### config.mk
export PLATFORM = sky130hd
export DESIGN_NAME = pll_lock_det
export DESIGN_NICKNAME = d
export VERILOG_FILES = /design/src/rtl/pll_lock_pkg.sv /design/src/rtl/pll_lock_win.sv /design/src/rtl/pll_lock_mode.sv /design/src/rtl/pll_lock_run.sv /design/src/rtl/pll_lock_det.sv
export SDC_FILE = /design/constraint.sdc
export NUM_CORES = 1
export LEC_CHECK = 0
export ABC_AREA = 1
export BUFFER_PORTS_ARGS = -buffer_cell sky130_fd_sc_hd__buf_2
export CELL_PAD_IN_SITES_DETAIL_PLACEMENT = 0
export CELL_PAD_IN_SITES_GLOBAL_PLACEMENT = 1
export CORE_ASPECT_RATIO = 1.1
export CORE_MARGIN = 10
export CORE_UTILIZATION = 35
export CTS_CLUSTER_DIAMETER = 150
export DETAILED_ROUTE_END_ITERATION = 6
export GPL_ROUTABILITY_DRIVEN = 0
export PLACE_DENSITY_LB_ADDON = 0.15
export SYNTH_ARGS = -nofsm -noshare
export SYNTH_HDL_FRONTEND = slang
export SYNTH_SLANG_ARGS = --single-unit
### constraint.sdc
create_clock -name clk_i -period 1.65 [get_ports clk_i]
set_input_delay 0.165 -clock clk_i [delete_from_list [all_inputs] [get_ports clk_i]]
set_output_delay 0.165 -clock clk_i [all_outputs]
set_load 0.01 [all_outputs]
### src/rtl/pll_lock_pkg.sv
package pll_lock_pkg;
  localparam int unsigned ERR_W_DEF  = 10;
  localparam int unsigned WIN_W_DEF  = 6;
  localparam int unsigned THR_LO_DEF = 24;
  localparam int unsigned THR_HI_DEF = 40;
endpackage

### src/rtl/pll_lock_win.sv
module pll_lock_win #(
  parameter int unsigned ERR_W = pll_lock_pkg::ERR_W_DEF,
  parameter int unsigned WIN_W = pll_lock_pkg::WIN_W_DEF
) (
  input  logic signed [ERR_W-1:0] err_i,
  input  logic        [WIN_W-1:0] win_i,
  output logic                    good_o
);
  localparam int unsigned MAG_W = ERR_W + 1;

  logic signed [MAG_W-1:0] ext;
  logic        [MAG_W-1:0] mag;
  logic        [MAG_W-1:0] win_ext;

  // extra bit so the most negative error keeps its true magnitude
  always_comb begin
    ext     = MAG_W'(err_i);
    mag     = (ext < 0) ? MAG_W'(-ext) : MAG_W'(ext);
    win_ext = MAG_W'(win_i);
    good_o  = (mag <= win_ext);
  end
endmodule

### src/rtl/pll_lock_mode.sv
module pll_lock_mode #(
  parameter int unsigned THR_LO = pll_lock_pkg::THR_LO_DEF,
  parameter int unsigned THR_HI = pll_lock_pkg::THR_HI_DEF,
  localparam int unsigned CNT_W = $clog2(THR_HI + 1)
) (
  input  logic             clk_i,
  input  logic             rst_ni,
  input  logic             prec_i,
  output logic             restart_o,
  output logic [CNT_W-1:0] thr_o
);
  logic prec_q;

  always_ff @(posedge clk_i or negedge rst_ni) begin
    if (!rst_ni) prec_q <= 1'b0;
    else         prec_q <= prec_i;
  end

  assign restart_o = (prec_i != prec_q);
  assign thr_o     = prec_i ? CNT_W'(THR_HI) : CNT_W'(THR_LO);

  assert_restart_once_R9: assert property (@(posedge clk_i) disable iff (!rst_ni)
    restart_o |=> (prec_q == $past(prec_i)));
endmodule

### src/rtl/pll_lock_run.sv
module pll_lock_run #(
  parameter int unsigned THR_HI = pll_lock_pkg::THR_HI_DEF,
  localparam int unsigned CNT_W = $clog2(THR_HI + 1)
) (
  input  logic             clk_i,
  input  logic             rst_ni,
  input  logic             clr_i,
  input  logic             vld_i,
  input  logic             good_i,
  input  logic [CNT_W-1:0] thr_i,
  output logic             lock_o
);
  logic [CNT_W-1:0] cnt_q, cnt_inc;
  logic             lock_q;

  assign cnt_inc = (cnt_q >= thr_i) ? thr_i : cnt_q + CNT_W'(1);

  always_ff @(posedge clk_i or negedge rst_ni) begin
    if (!rst_ni) begin
      cnt_q  <= '0;
      lock_q <= 1'b0;
    end else if (clr_i) begin
      cnt_q  <= '0;
      lock_q <= 1'b0;
    end else if (vld_i) begin
      if (good_i) begin
        cnt_q  <= cnt_inc;
        lock_q <= (cnt_inc == thr_i);
      end else begin
        cnt_q  <= '0;
        lock_q <= 1'b0;
      end
    end
  end

  assign lock_o = lock_q;

  assert_bad_clears_R5: assert property (@(posedge clk_i) disable iff (!rst_ni)
    (vld_i && !good_i) |=> (cnt_q == '0 && !lock_q));
  assert_idle_hold_R6: assert property (@(posedge clk_i) disable iff (!rst_ni)
    (!vld_i && !clr_i) |=> ($stable(cnt_q) && $stable(lock_q)));
  assert_lock_sticks_R7: assert property (@(posedge clk_i) disable iff (!rst_ni)
    (lock_q && vld_i && good_i && !clr_i) |=> lock_q);
  assert_clr_R8: assert property (@(posedge clk_i) disable iff (!rst_ni)
    clr_i |=> (cnt_q == '0 && !lock_q));
  assert_no_overrun_R7: assert property (@(posedge clk_i) disable iff (!rst_ni)
    cnt_q <= CNT_W'(THR_HI));
endmodule

### src/rtl/pll_lock_det.sv
module pll_lock_det #(
  parameter int unsigned ERR_W  = pll_lock_pkg::ERR_W_DEF,
  parameter int unsigned WIN_W  = pll_lock_pkg::WIN_W_DEF,
  parameter int unsigned THR_LO = pll_lock_pkg::THR_LO_DEF,
  parameter int unsigned THR_HI = pll_lock_pkg::THR_HI_DEF
) (
  input  logic                    clk_i,
  input  logic                    rst_ni,
  input  logic                    pd_i,
  input  logic                    prec_i,
  input  logic        [WIN_W-1:0] win_i,
  input  logic                    err_vld_i,
  input  logic signed [ERR_W-1:0] err_i,
  output logic                    lock_o
);
  localparam int unsigned CNT_W = $clog2(THR_HI + 1);

  logic             good, restart, clr;
  logic [CNT_W-1:0] thr;

  pll_lock_win #(.ERR_W(ERR_W), .WIN_W(WIN_W)) u_win (
    .err_i  (err_i),
    .win_i  (win_i),
    .good_o (good)
  );

  pll_lock_mode #(.THR_LO(THR_LO), .THR_HI(THR_HI)) u_mode (
    .clk_i     (clk_i),
    .rst_ni    (rst_ni),
    .prec_i    (prec_i),
    .restart_o (restart),
    .thr_o     (thr)
  );

  assign clr = pd_i | restart;

  pll_lock_run #(.THR_HI(THR_HI)) u_run (
    .clk_i  (clk_i),
    .rst_ni (rst_ni),
    .clr_i  (clr),
    .vld_i  (err_vld_i),
    .good_i (good),
    .thr_i  (thr),
    .lock_o (lock_o)
  );

  assert_zero_err_good_R2: assert property (@(posedge clk_i) disable iff (!rst_ni)
    (err_i == '0) |-> good);
  assert_pd_unlock_R8: assert property (@(posedge clk_i) disable iff (!rst_ni)
    pd_i |=> !lock_o);
  assert_bad_unlock_R5: assert property (@(posedge clk_i) disable iff (!rst_ni)
    (err_vld_i && !good) |=> !lock_o);
endmodule

==> metrics.txt <==
Die Span Y about 75 µm; clk slew on worst S/H paths 0.05 ns; Mapped Nets 178; Yosys cell types 26; ANT nets after route 0; WP data required 1.83 ns; first-pass GRT wire length between 4000 and 5000 µm; WHS Endpoint u_mode.prec_q$_DFF_PN0_; asr flop ratio synth 100%; drt wl/cell 11.2 µm; PD cells around 420 mW/mm²; Setup crit start kind input port; gr busiest metal met2; reg2reg setup slack 0.12 ns; sequence of cells on the critical path buf_6 -> inv_4 -> ha_4 -> inv_4 -> nor3_4 -> nor2_1 -> xor2_1 -> ha_1 -> nand2_1 -> inv_1 -> nand2_1 -> nand2_1 -> nand2_1 -> nand2_1 -> nand2_2 -> nand2_4 -> o21ai_2; Critical R2R Launch u_run.cnt_q[5]$_DFFE_PN0P_; final setup fails 7; critical path class in2reg; maxcap violations 0; post-synthesis sequential area ratio 21.1%; initial antenna violation count 0; Routed WL 2380 µm; num ports 22; Synth top area share a little over a fifth; Final Hold Viols 0; Cell Rows 19; slowest cell delay on critical path 0.33 ns; synthesis warning total 0; clk sinks 8; max-slew violation count 0; met2 usage 18.1%; CTS Root Cell clkbuf_4; Min-Delay Path Class in2reg; NumNets Final 216; Slew @ Worst Pin 0.430 ns; I/O Buffers 21; Die W 69.6 µm; CP dominant cell by count nand2_1; critical path data arrival time 1.86 ns; TritonCTS clock tree yes; Synth area leaders dfrtp_1 21%, nand2_1 17%, ha_1 15%; ant diodes 0; DRC 0; largest net degree at the start of global routing 9; via count 1013; Post-CTS Setup Bufs 0; r2r endpoint u_run.cnt_q[4]$_DFFE_PN0P_; Core Area 0.00254 mm²; pre-CTS setup slack -0.260 ns; RSZ-0062 raised after global routing true; Num CTS Buffers 3; Total GRT Usage 9.09%; Slew HR 71.2%; Crit. End Element register; minimum hold slack between 0.09 and 0.1 ns; R2R depth 8; synthesis-stage register bit count 8; Initial Util 37.3%; EDFF count, synth 0; Hold Path Stages 1; status finished with violations; failing checks negative setup slack; Syn Area/Cell between 6 and 7 µm²; DP Area about 0.0012 mm²; fillers 262; buffer and inverter count on the worst path 4; Post-synth top flop dfrtp_1; minimum clock period 1.68 ns; synthesized area 948 µm²; CP max-delay cell ha_1; first drt pass iteration count 4; setup ws final -0.0326 ns; fraction of layout cells with a size suffix above 1 roughly 31%; Area Overhead vs Synth 34.2%; DR iter-0 viols between 50 and 60; post-route cell area 0.00127 mm²; VDD IR max 418 µV; crit share post-route 102%; number of global-route vias before repair 1003; Worst-Skew Late Latency 0.25 ns; die area 0.00519 mm²; dpl hpwl around 2100 µm; H-tree levels 1; top post-synthesis cells by count 42 x nand2_1, 24 x inv_1, 13 x nand3_1, 11 x ha_1, 11 x nor2_1; Leak 0.000692 µW; met1 usage 9.08%; delay-heaviest family, CP simple AND/OR/NAND/NOR gates; Setup Skew 0.00278 ns; GRT overflow 0; cell count after synthesis around 150; hold_sp prec_i; M3 GR Usage ~2.4%; area leader, netlist dfrtp_1; vias per std cell 4.76; top-count cell post-synth nand2_1; largest fanout on the critical path 7; f_max 594 MHz; Bufs on Longest Clock Path 2
==> flip-flops by register name (all words and copies together) (netlist names) <==
register and count:
u_run.cnt_q 6, u_run.lock_o 1, u_mode.prec_q 1
==> worst max path at each step <==
stage | from | endpoint | slack [ns] | cells past startpoint
2_1_floorplan | err_i[0] | u_run.cnt_q[5]$_DFFE_PN0P_ | 0.001 | 16
3_3_place_gp | err_i[1] | u_run.cnt_q[5]$_DFFE_PN0P_ | -0.20 | 17
3_5_place_dp | err_i[1] | u_run.lock_o$_DFFE_PN0P_ | -0.26 | 17
4_1_cts | err_i[1] | u_run.lock_o$_DFFE_PN0P_ | 0.0005 | 17
5_1_grt | err_i[1] | u_run.cnt_q[0]$_DFFE_PN0P_ | -0.22 | 17
6_report | err_i[1] | u_run.cnt_q[0]$_DFFE_PN0P_ | -0.03 | 17
==> kinds of logic (layout without fill, tap and decap cells) <==
family / Yosys count / in the layout / synth area share (%)
XOR/XNOR: 5 / 5 / 4.62
buffers and inverters: 26 / 62 / 10.7
flip-flops: 8 / 8 / 21.1
AND/OR/NAND/NOR: 77 / 77 / 36.1
AO/OA/AOI/OAI: 19 / 19 / 12.9
adder cells (fa/ha/maj): 11 / 11 / 14.5
==> power breakdown <==
part	internal (µW)	total (µW)	switching, µW	leakage [µW]
Clock	82.9	145	61.6	0.0000138
Sequential	198	199	1.43	0.000109
Combinational	86.4	185	98.5	0.000569
Total	367	529	162	0.000692
==> final cells by class <==
| class | instances | area, µm² | share of cell area, % |
|---|---|---|---|
| Inverter | 25 | 101 | 7.96 |
| Clock buffer | 3 | 22.5 | 1.77 |
| Timing Repair Buffer | 34 | 218 | 17.1 |
| Sequential cell | 8 | 200 | 15.7 |
| Tap cell | 31 | 38.8 | 3.05 |
| Multi-Input combinational cell | 112 | 692 | 54.4 |
==> per-stage QoR <==
step	util [%]	TNS [ns]	instances	power (µW)
detailed placement	46.6	-1.71	209	372
global route	50.0	-1.30	213	574
CTS	47.9	0	213	519
floorplan	-	0	146	299
finish	50.0	-0.135	213	529
global placement	46.6	-1.24	209	369
==> placed cells by master (no fill, tap or decap), drive strengths merged <==
| cell | count |
|---|---|
| o21bai | 1 |
| inv | 25 |
| xnor2 | 2 |
| a21oi | 6 |
| o21ai | 11 |
| or2 | 1 |
| xor2 | 3 |
| nand4 | 2 |
| nand3 | 13 |
| dlygate4sd3 | 1 |
| o211ai | 1 |
| clkbuf | 3 |
| or3 | 1 |
| nor2 | 12 |
| nand3b | 1 |
| ha | 11 |
| nor3 | 1 |
| buf | 33 |
| nand2 | 46 |
| dfrtp | 8 |
==> repair_timing <==
action	4_1_cts	5_1_grt
endpoints found under the hold margin	8	0
hold buffers	1	0
gates resized for setup	0	14
setup endpoints to repair	0	7
==> worst register-to-register path: cells and delay by family (launching register included) <==
family                   cells  cell delay (ns)
flip-flops                   1             0.39
buffers and inverters        1             0.08
AND/OR/NAND/NOR              3             0.25
adder cells (fa/ha/maj)      1             0.30
AO/OA/AOI/OAI                3             0.45
==> per-layer routing <==
layer / vias to the layer above / wire [µm] / share of wire [%]
met3: 2 / 84 / 3.5
met1: 452 / 950 / 40
met5: - / 0 / 0
met2: 21 / 1320 / 55
met4: 0 / 27 / 1.1
li1: 538 / - / -
Note: power is estimated with default switching activity, not from simulation.
